## src/rtl/bcm_pkg.sv

```systemverilog
package bcm_pkg;
  typedef enum logic [3:0] {
    ST_IDLE, ST_ALIGN, ST_S0, ST_S1, ST_S2, ST_S3, ST_S4,
    ST_W0, ST_W1, ST_S5, ST_S6, ST_S7, ST_TAIL
  } bcm_state_e;
endpackage

```

## src/rtl/bcm_sync.sv

```systemverilog
module bcm_sync #(
  parameter int STAGES = 2
) (
  input  logic clk_i,
  input  logic rst_ni,
  input  logic ack_n_i,
  output logic ack_o
);
  logic [STAGES-1:0] q;

  always_ff @(posedge clk_i or negedge rst_ni) begin
    if (!rst_ni) q <= '1;
    else         q <= {q[STAGES-2:0], ack_n_i};
  end

  assign ack_o = ~q[STAGES-1];
endmodule

```

## src/rtl/bcm_seq.sv

```systemverilog
module bcm_seq
  import bcm_pkg::*;
(
  input  logic       clk_i,
  input  logic       rst_ni,
  input  logic       start_i,
  input  logic       be_any_i,
  input  logic       ack_i,
  output bcm_state_e state_o,
  output logic       ph_o,
  output logic       accept_o
);
  bcm_state_e state_q, state_d;
  logic ph_q;

  assign accept_o = (state_q == ST_IDLE) && start_i && be_any_i;

  always_comb begin
    state_d = state_q;
    unique case (state_q)
      ST_IDLE:  if (accept_o) state_d = ph_q ? ST_ALIGN : ST_S0;
      ST_ALIGN: state_d = ST_S0;
      ST_S0:    state_d = ST_S1;
      ST_S1:    state_d = ST_S2;
      ST_S2:    state_d = ST_S3;
      ST_S3:    state_d = ST_S4;
      ST_S4:    state_d = ack_i ? ST_S5 : ST_W0;
      ST_W0:    state_d = ST_W1;
      ST_W1:    state_d = ack_i ? ST_S5 : ST_W0;
      ST_S5:    state_d = ST_S6;
      ST_S6:    state_d = ST_S7;
      ST_S7:    state_d = ST_TAIL;
      ST_TAIL:  state_d = ST_IDLE;
      default:  state_d = ST_IDLE;
    endcase
  end

  always_ff @(posedge clk_i or negedge rst_ni) begin
    if (!rst_ni) begin
      state_q <= ST_IDLE;
      ph_q    <= 1'b0;
    end else begin
      state_q <= state_d;
      ph_q    <= ~ph_q;
    end
  end

  assign state_o = state_q;
  assign ph_o    = ph_q;
endmodule

```

## src/rtl/bcm_pins.sv

```systemverilog
module bcm_pins
  import bcm_pkg::*;
#(
  parameter int AW = 24,
  parameter int DW = 16,
  parameter int FW = 3
) (
  input  logic          clk_i,
  input  logic          rst_ni,
  input  bcm_state_e    state_i,
  input  logic          accept_i,
  input  logic          rw_i,
  input  logic [AW-1:0] addr_i,
  input  logic [FW-1:0] fc_i,
  input  logic [1:0]    be_i,
  input  logic [DW-1:0] wdata_i,
  input  logic [DW-1:0] data_i,
  output logic [DW-1:0] rdata_o,
  output logic          done_o,
  output logic [FW-1:0] fc_o,
  output logic [AW-1:0] addr_o,
  output logic          as_n_o,
  output logic          uds_n_o,
  output logic          lds_n_o,
  output logic          rw_o,
  output logic [DW-1:0] data_o,
  output logic          data_oe_o
);
  logic          rd_q;
  logic [AW-1:0] addr_q;
  logic [FW-1:0] fc_q;
  logic [1:0]    be_q;
  logic [DW-1:0] wdata_q, rdata_q;
  logic in_s0_s7, in_s1_s7, in_s2_s6, in_s3_s6, in_s4_s6, ds_win;

  always_ff @(posedge clk_i or negedge rst_ni) begin
    if (!rst_ni) begin
      rd_q    <= 1'b1;
      addr_q  <= '0;
      fc_q    <= '0;
      be_q    <= '0;
      wdata_q <= '0;
      rdata_q <= '0;
    end else begin
      if (accept_i) begin
        rd_q    <= rw_i;
        addr_q  <= addr_i;
        fc_q    <= fc_i;
        be_q    <= be_i;
        wdata_q <= wdata_i;
      end
      if (state_i == ST_S6 && rd_q) rdata_q <= data_i;
    end
  end

  // wait states sit between S4 and S5
  assign in_s4_s6 = state_i inside {ST_S4, ST_W0, ST_W1, ST_S5, ST_S6};
  assign in_s3_s6 = in_s4_s6 || state_i == ST_S3;
  assign in_s2_s6 = in_s3_s6 || state_i == ST_S2;
  assign in_s1_s7 = in_s2_s6 || state_i inside {ST_S1, ST_S7};
  assign in_s0_s7 = in_s1_s7 || state_i == ST_S0;
  assign ds_win   = rd_q ? in_s2_s6 : in_s4_s6;

  assign fc_o      = in_s0_s7 ? fc_q : '0;
  assign addr_o    = in_s1_s7 ? addr_q : '0;
  assign as_n_o    = ~in_s2_s6;
  assign uds_n_o   = ~(ds_win && be_q[1]);
  assign lds_n_o   = ~(ds_win && be_q[0]);
  assign rw_o      = rd_q || !in_s2_s6;
  assign data_oe_o = !rd_q && (in_s3_s6 || state_i inside {ST_S7, ST_TAIL});
  assign data_o    = wdata_q;
  assign done_o    = state_i == ST_S7;
  assign rdata_o   = rdata_q;
endmodule

```

## src/rtl/bus_cycle_master.sv

```systemverilog
module bus_cycle_master
  import bcm_pkg::*;
#(
  parameter int AW = 24,
  parameter int DW = 16,
  parameter int FW = 3
) (
  input  logic          clk_i,
  input  logic          rst_ni,
  input  logic          start_i,
  input  logic          rw_i,
  input  logic [AW-1:0] addr_i,
  input  logic [FW-1:0] fc_i,
  input  logic [1:0]    be_i,
  input  logic [DW-1:0] wdata_i,
  output logic [DW-1:0] rdata_o,
  output logic          done_o,
  output logic          bclk_o,
  output logic [FW-1:0] fc_o,
  output logic [AW-1:0] addr_o,
  output logic          as_n_o,
  output logic          uds_n_o,
  output logic          lds_n_o,
  output logic          rw_o,
  output logic [DW-1:0] data_o,
  output logic          data_oe_o,
  input  logic [DW-1:0] data_i,
  input  logic          dtack_n_i
);
  bcm_state_e state;
  logic ack_s, accept;

  bcm_sync #(.STAGES(2)) u_sync (
    .clk_i, .rst_ni, .ack_n_i(dtack_n_i), .ack_o(ack_s)
  );

  bcm_seq u_seq (
    .clk_i, .rst_ni, .start_i, .be_any_i(|be_i), .ack_i(ack_s),
    .state_o(state), .ph_o(bclk_o), .accept_o(accept)
  );

  bcm_pins #(.AW(AW), .DW(DW), .FW(FW)) u_pins (
    .clk_i, .rst_ni, .state_i(state), .accept_i(accept),
    .rw_i, .addr_i, .fc_i, .be_i, .wdata_i, .data_i,
    .rdata_o, .done_o, .fc_o, .addr_o, .as_n_o, .uds_n_o, .lds_n_o,
    .rw_o, .data_o, .data_oe_o
  );
endmodule

```

## config.mk

```make
export PLATFORM = sky130hd
export DESIGN_NAME = bus_cycle_master
export DESIGN_NICKNAME = d
export VERILOG_FILES = /design/src/rtl/bcm_pkg.sv /design/src/rtl/bcm_sync.sv /design/src/rtl/bcm_seq.sv /design/src/rtl/bcm_pins.sv /design/src/rtl/bus_cycle_master.sv
export SDC_FILE = /design/constraint.sdc
export NUM_CORES = 1
export LEC_CHECK = 0
export BUFFER_PORTS_ARGS = -buffer_cell sky130_fd_sc_hd__buf_2
export CORE_ASPECT_RATIO = 1.25
export CORE_UTILIZATION = 42
export CTS_CLUSTER_DIAMETER = 150
export CTS_CLUSTER_SIZE = 16
export DETAILED_ROUTE_END_ITERATION = 8
export PLACE_DENSITY = 0.74
export SYNTH_ARGS = -nofsm -noshare
export SYNTH_HDL_FRONTEND = slang
export SYNTH_HIERARCHICAL = 1
export SYNTH_SLANG_ARGS = --single-unit
```

## constraint.sdc

```tcl
create_clock -name clk_i -period 1.8 [get_ports clk_i]
set_input_delay 0.27 -clock clk_i [delete_from_list [all_inputs] [get_ports clk_i]]
set_output_delay 0.27 -clock clk_i [all_outputs]
set_load 0.005 [all_outputs]
```

==> results.sh <==
export IMPL_status="finished, violations left"
export IMPL_failed_checks="negative setup slack"
export IMPL_num_rows=33
export IMPL_hpwl_um=4290
export IMPL_slew_headroom=0.748
export IMPL_cts_root_buffer="clkbuf_8"
export IMPL_die_area_mm2=0.00743
export IMPL_ant_nets=0
export IMPL_cts_buffers=9
export IMPL_hp_class="input port to flop"
export IMPL_fin_skew_ns=0.00786
export IMPL_cp_slowest_stage_delay_ns=0.45
export IMPL_cp_arrival_ns=1.54
export IMPL_syn_num_nets=280
export IMPL_placed_cells=431
export IMPL_core_area_mm2=0.00669
export IMPL_met1_length_um=2730
export IMPL_firstDrtPassIters=4
export IMPL_period_needed_ns=1.81
export IMPL_cts_htree_levels=3
export IMPL_final_nets=434
export IMPL_io_pins=132
export IMPL_crit_path_cell_trace="a211oi_2 > a21oi_2 > buf_6 > and2_1 > buf_2"
export IMPL_synth_most_common_cell="dfrtp_1"
export IMPL_fillers=546
export IMPL_die_x_um=77.3
export IMPL_synthTopCellsByArea="dfrtp_1, mux2_2, and2_1"
export IMPL_timing_hold_ws_ns=0.0278
export IMPL_synth_edff_count=0
export IMPL_wl_met2_um=3140
export IMPL_power_w=0.00717
export IMPL_critical_path_required_ns=1.53
export IMPL_path_max_fanout=10
export IMPL_grt_max_degree=70
export IMPL_synth_async_sr_flop_share=1.00
export IMPL_synth_top_area_share=0.555
export IMPL_ys_ff_latch=69
export IMPL_fin_ws_ns=-0.00699
export IMPL_syn_area_mm2=0.00298
export IMPL_via_per_inst=4.84
export IMPL_tritoncts="built"
export IMPL_synth_distinct_cells=30
export IMPL_ys_seq_area_frac=0.581
export IMPL_design_area_mm2=0.00416
export IMPL_post_drt_wl_per_cell_um=14.1
export IMPL_startpoint="u_seq/state_o[0]$_DFFE_PN0P_"
export IMPL_dr_wl_met3_um=436
export IMPL_cts_sinks=69
export IMPL_min_path_cells=1
export IMPL_critPathSlowestCell="dfrtp_2"
export IMPL_syn_avg_cell_area_um2=13.9
export IMPL_synthFlopType="dfrtp_1"
export IMPL_clk_latency_ns=0.34
export IMPL_antenna_cells=0
export IMPL_yosys_area_top_type="dfrtp_1"
export IMPL_hold_viol=0
export IMPL_max_clock_path_buffers=2
export IMPL_r2r_start="u_seq/state_o[2]$_DFFE_PN0P_"
export IMPL_wirelength_um=6460
export IMPL_reg2reg_depth=6
export IMPL_drv_slew=0
export IMPL_critical_path_class="flop to output pin"
export IMPL_overflow=0
export IMPL_worst_pin_slew_ns=0.378
export IMPL_synth_commonest_cells="dfrtp_1, mux2_2, and2_1"
export IMPL_area_growth_pct=39.7
export IMPL_maxCapViolCount=0
export IMPL_power_density_mw_per_mm2=1720
export IMPL_p_leak_nw=2.09
export IMPL_placed_area_mm2=0.00378
export IMPL_highest_layer="met4"
export IMPL_critPathLaunchType="flop"
export IMPL_finalWeightedCongestion=0.768
export IMPL_start_util=0.445
export IMPL_die_h_um=96.1
export IMPL_fmax_ghz=0.553
export IMPL_synthCells=214
export IMPL_grt_pass1_vias=2179
export IMPL_final_setup_viol_count=3
export IMPL_vias=2222
export IMPL_io_buffer_count=131
export IMPL_drt_drc_violations_left=0
export IMPL_drt_initial_drc_count=90
export IMPL_grt_total_usage=0.174
export IMPL_clk_pin_slew_worst_paths_ns=0.07
export IMPL_antenna_found_initial=0
export IMPL_layout_drive_gt1_share=0.672
export IMPL_stdcell_count=459
export IMPL_hp_start="dtack_n_i"
export IMPL_rsz0062_at_grt="yes"
export IMPL_ys_warn_count=6
export IMPL_fin_crit_sh=1.00
export IMPL_grt_pass1_wl_um=9930
export IMPL_end_kind="output pin"
export IMPL_vdd_drop_max_mv=0.856
-- timing repair --
| action | 4_1_cts | 5_1_grt |
|---|---|---|
| endpoints found under the hold margin | 66 | 0 |
| buffers inserted | 6 | 4 |
| pin swaps | 1 | 2 |
| hold buffers | 1 | 0 |
| cloned | 0 | 2 |
| resized for setup | 15 | 11 |
| setup endpoints to repair | 28 | 77 |
-- cell families after synthesis --
| group | Yosys count | synth area share |
|---|---|---|
| multiplexers | 62 | 0.247 |
| AO/OA/AOI/OAI | 17 | 0.0374 |
| AND/OR/NAND/NOR | 51 | 0.108 |
| buffers and inverters | 14 | 0.0240 |
| XOR/XNOR | 1 | 0.00294 |
| flip-flops | 69 | 0.581 |
-- state kept, by name, indices dropped and copies added (netlist names) --
name,flops
u_pins/addr_q,24
u_pins/be_q,2
u_pins/data_o,16
u_pins/fc_q,3
u_pins/rd_q,1
u_pins/rdata_o,16
u_seq/ph_o,1
u_seq/state_o,4
u_sync/q,2
-- power by group --
| group | total (W) | internal (W) | leakage [nW] | switching [W] |
|---|---|---|---|---|
| clock | 0.00107 | 0.000525 | 0.0812 | 0.000547 |
| combinational | 0.00338 | 0.00204 | 1.19 | 0.00134 |
| sequential | 0.00272 | 0.00232 | 0.816 | 0.000397 |
| total | 0.00717 | 0.00489 | 2.09 | 0.00228 |
-- per-layer routing --
layer,vias up,GRT usage
met3,13,0.0436
li1,1044,-
met1,1072,0.211
met2,93,0.280
met4,0,0.110
met5,-,0
-- worst max-delay path, delay by kind of cell (launching register included) --
| kind | cells | cell delay, ns |
|---|---|---|
| simple gates | 1 | 0.14 |
| buf+inv | 2 | 0.28 |
| flops | 1 | 0.45 |
| compound gates | 2 | 0.32 |
-- per-stage QoR --
stage,util,TNS (ns),worst slack [ns]
floorplan,-,0,0.0483
detailed placement,0.566,0,0.0991
global placement,0.566,0,0.138
finish,0.622,-0.0141,-0.00699
global route,0.622,-2.78,-0.0717
CTS,0.607,-1.20,-0.0569
-- worst paths after layout --
check                           slack [ns]                            end
worst max-delay path                -0.007                      addr_o[0]
worst max register to register        0.06   u_pins/data_o[0]$_DFFE_PN0P_
worst min register to register        0.36          u_sync/q[1]$_DFF_PN1_
worst min-delay path                  0.03          u_sync/q[0]$_DFF_PN1_
min in group asynchronous             0.48  u_pins/data_o[13]$_DFFE_PN0P_
max in group asynchronous             0.98        u_pins/rd_q$_DFFE_PN1P_
-- final cells by class --
type                       instances  area, um^2  area share
sequential                        69        1730       0.417
multi-input combinational        131        1220       0.294
timing repair buffer             153         911       0.219
clock buffer                      11         141      0.0340
tap                               87         109      0.0262
clock inverter                     4        25.0     0.00602
inverter                           4        15.0     0.00361
-- layout by cell type (no fill, tap or decap), types with 2 or more instances in the layout --
cell type / Yosys / layout
and2b_1: 2 / 2
o21ai_1: 0 / 2
inv_1: 4 / 4
nor3_4: 0 / 2
buf_2: 6 / 128
dfstp_2: 3 / 3
and2_4: 0 / 3
a21oi_2: 2 / 4
nor2_1: 5 / 5
a221oi_1: 2 / 2
dfrtp_1: 66 / 63
mux2_4: 10 / 10
buf_12: 0 / 2
and2_1: 27 / 24
nand2_1: 4 / 4
clkinvlp_4: 0 / 2
buf_4: 1 / 11
clkbuf_8: 0 / 10
mux2_2: 52 / 52
a21oi_1: 5 / 3
buf_6: 1 / 10
clkinv_2: 0 / 2
dfrtp_2: 0 / 3
nand3_1: 2 / 2
No activity file was read; power rests on OpenSTA's default activity.
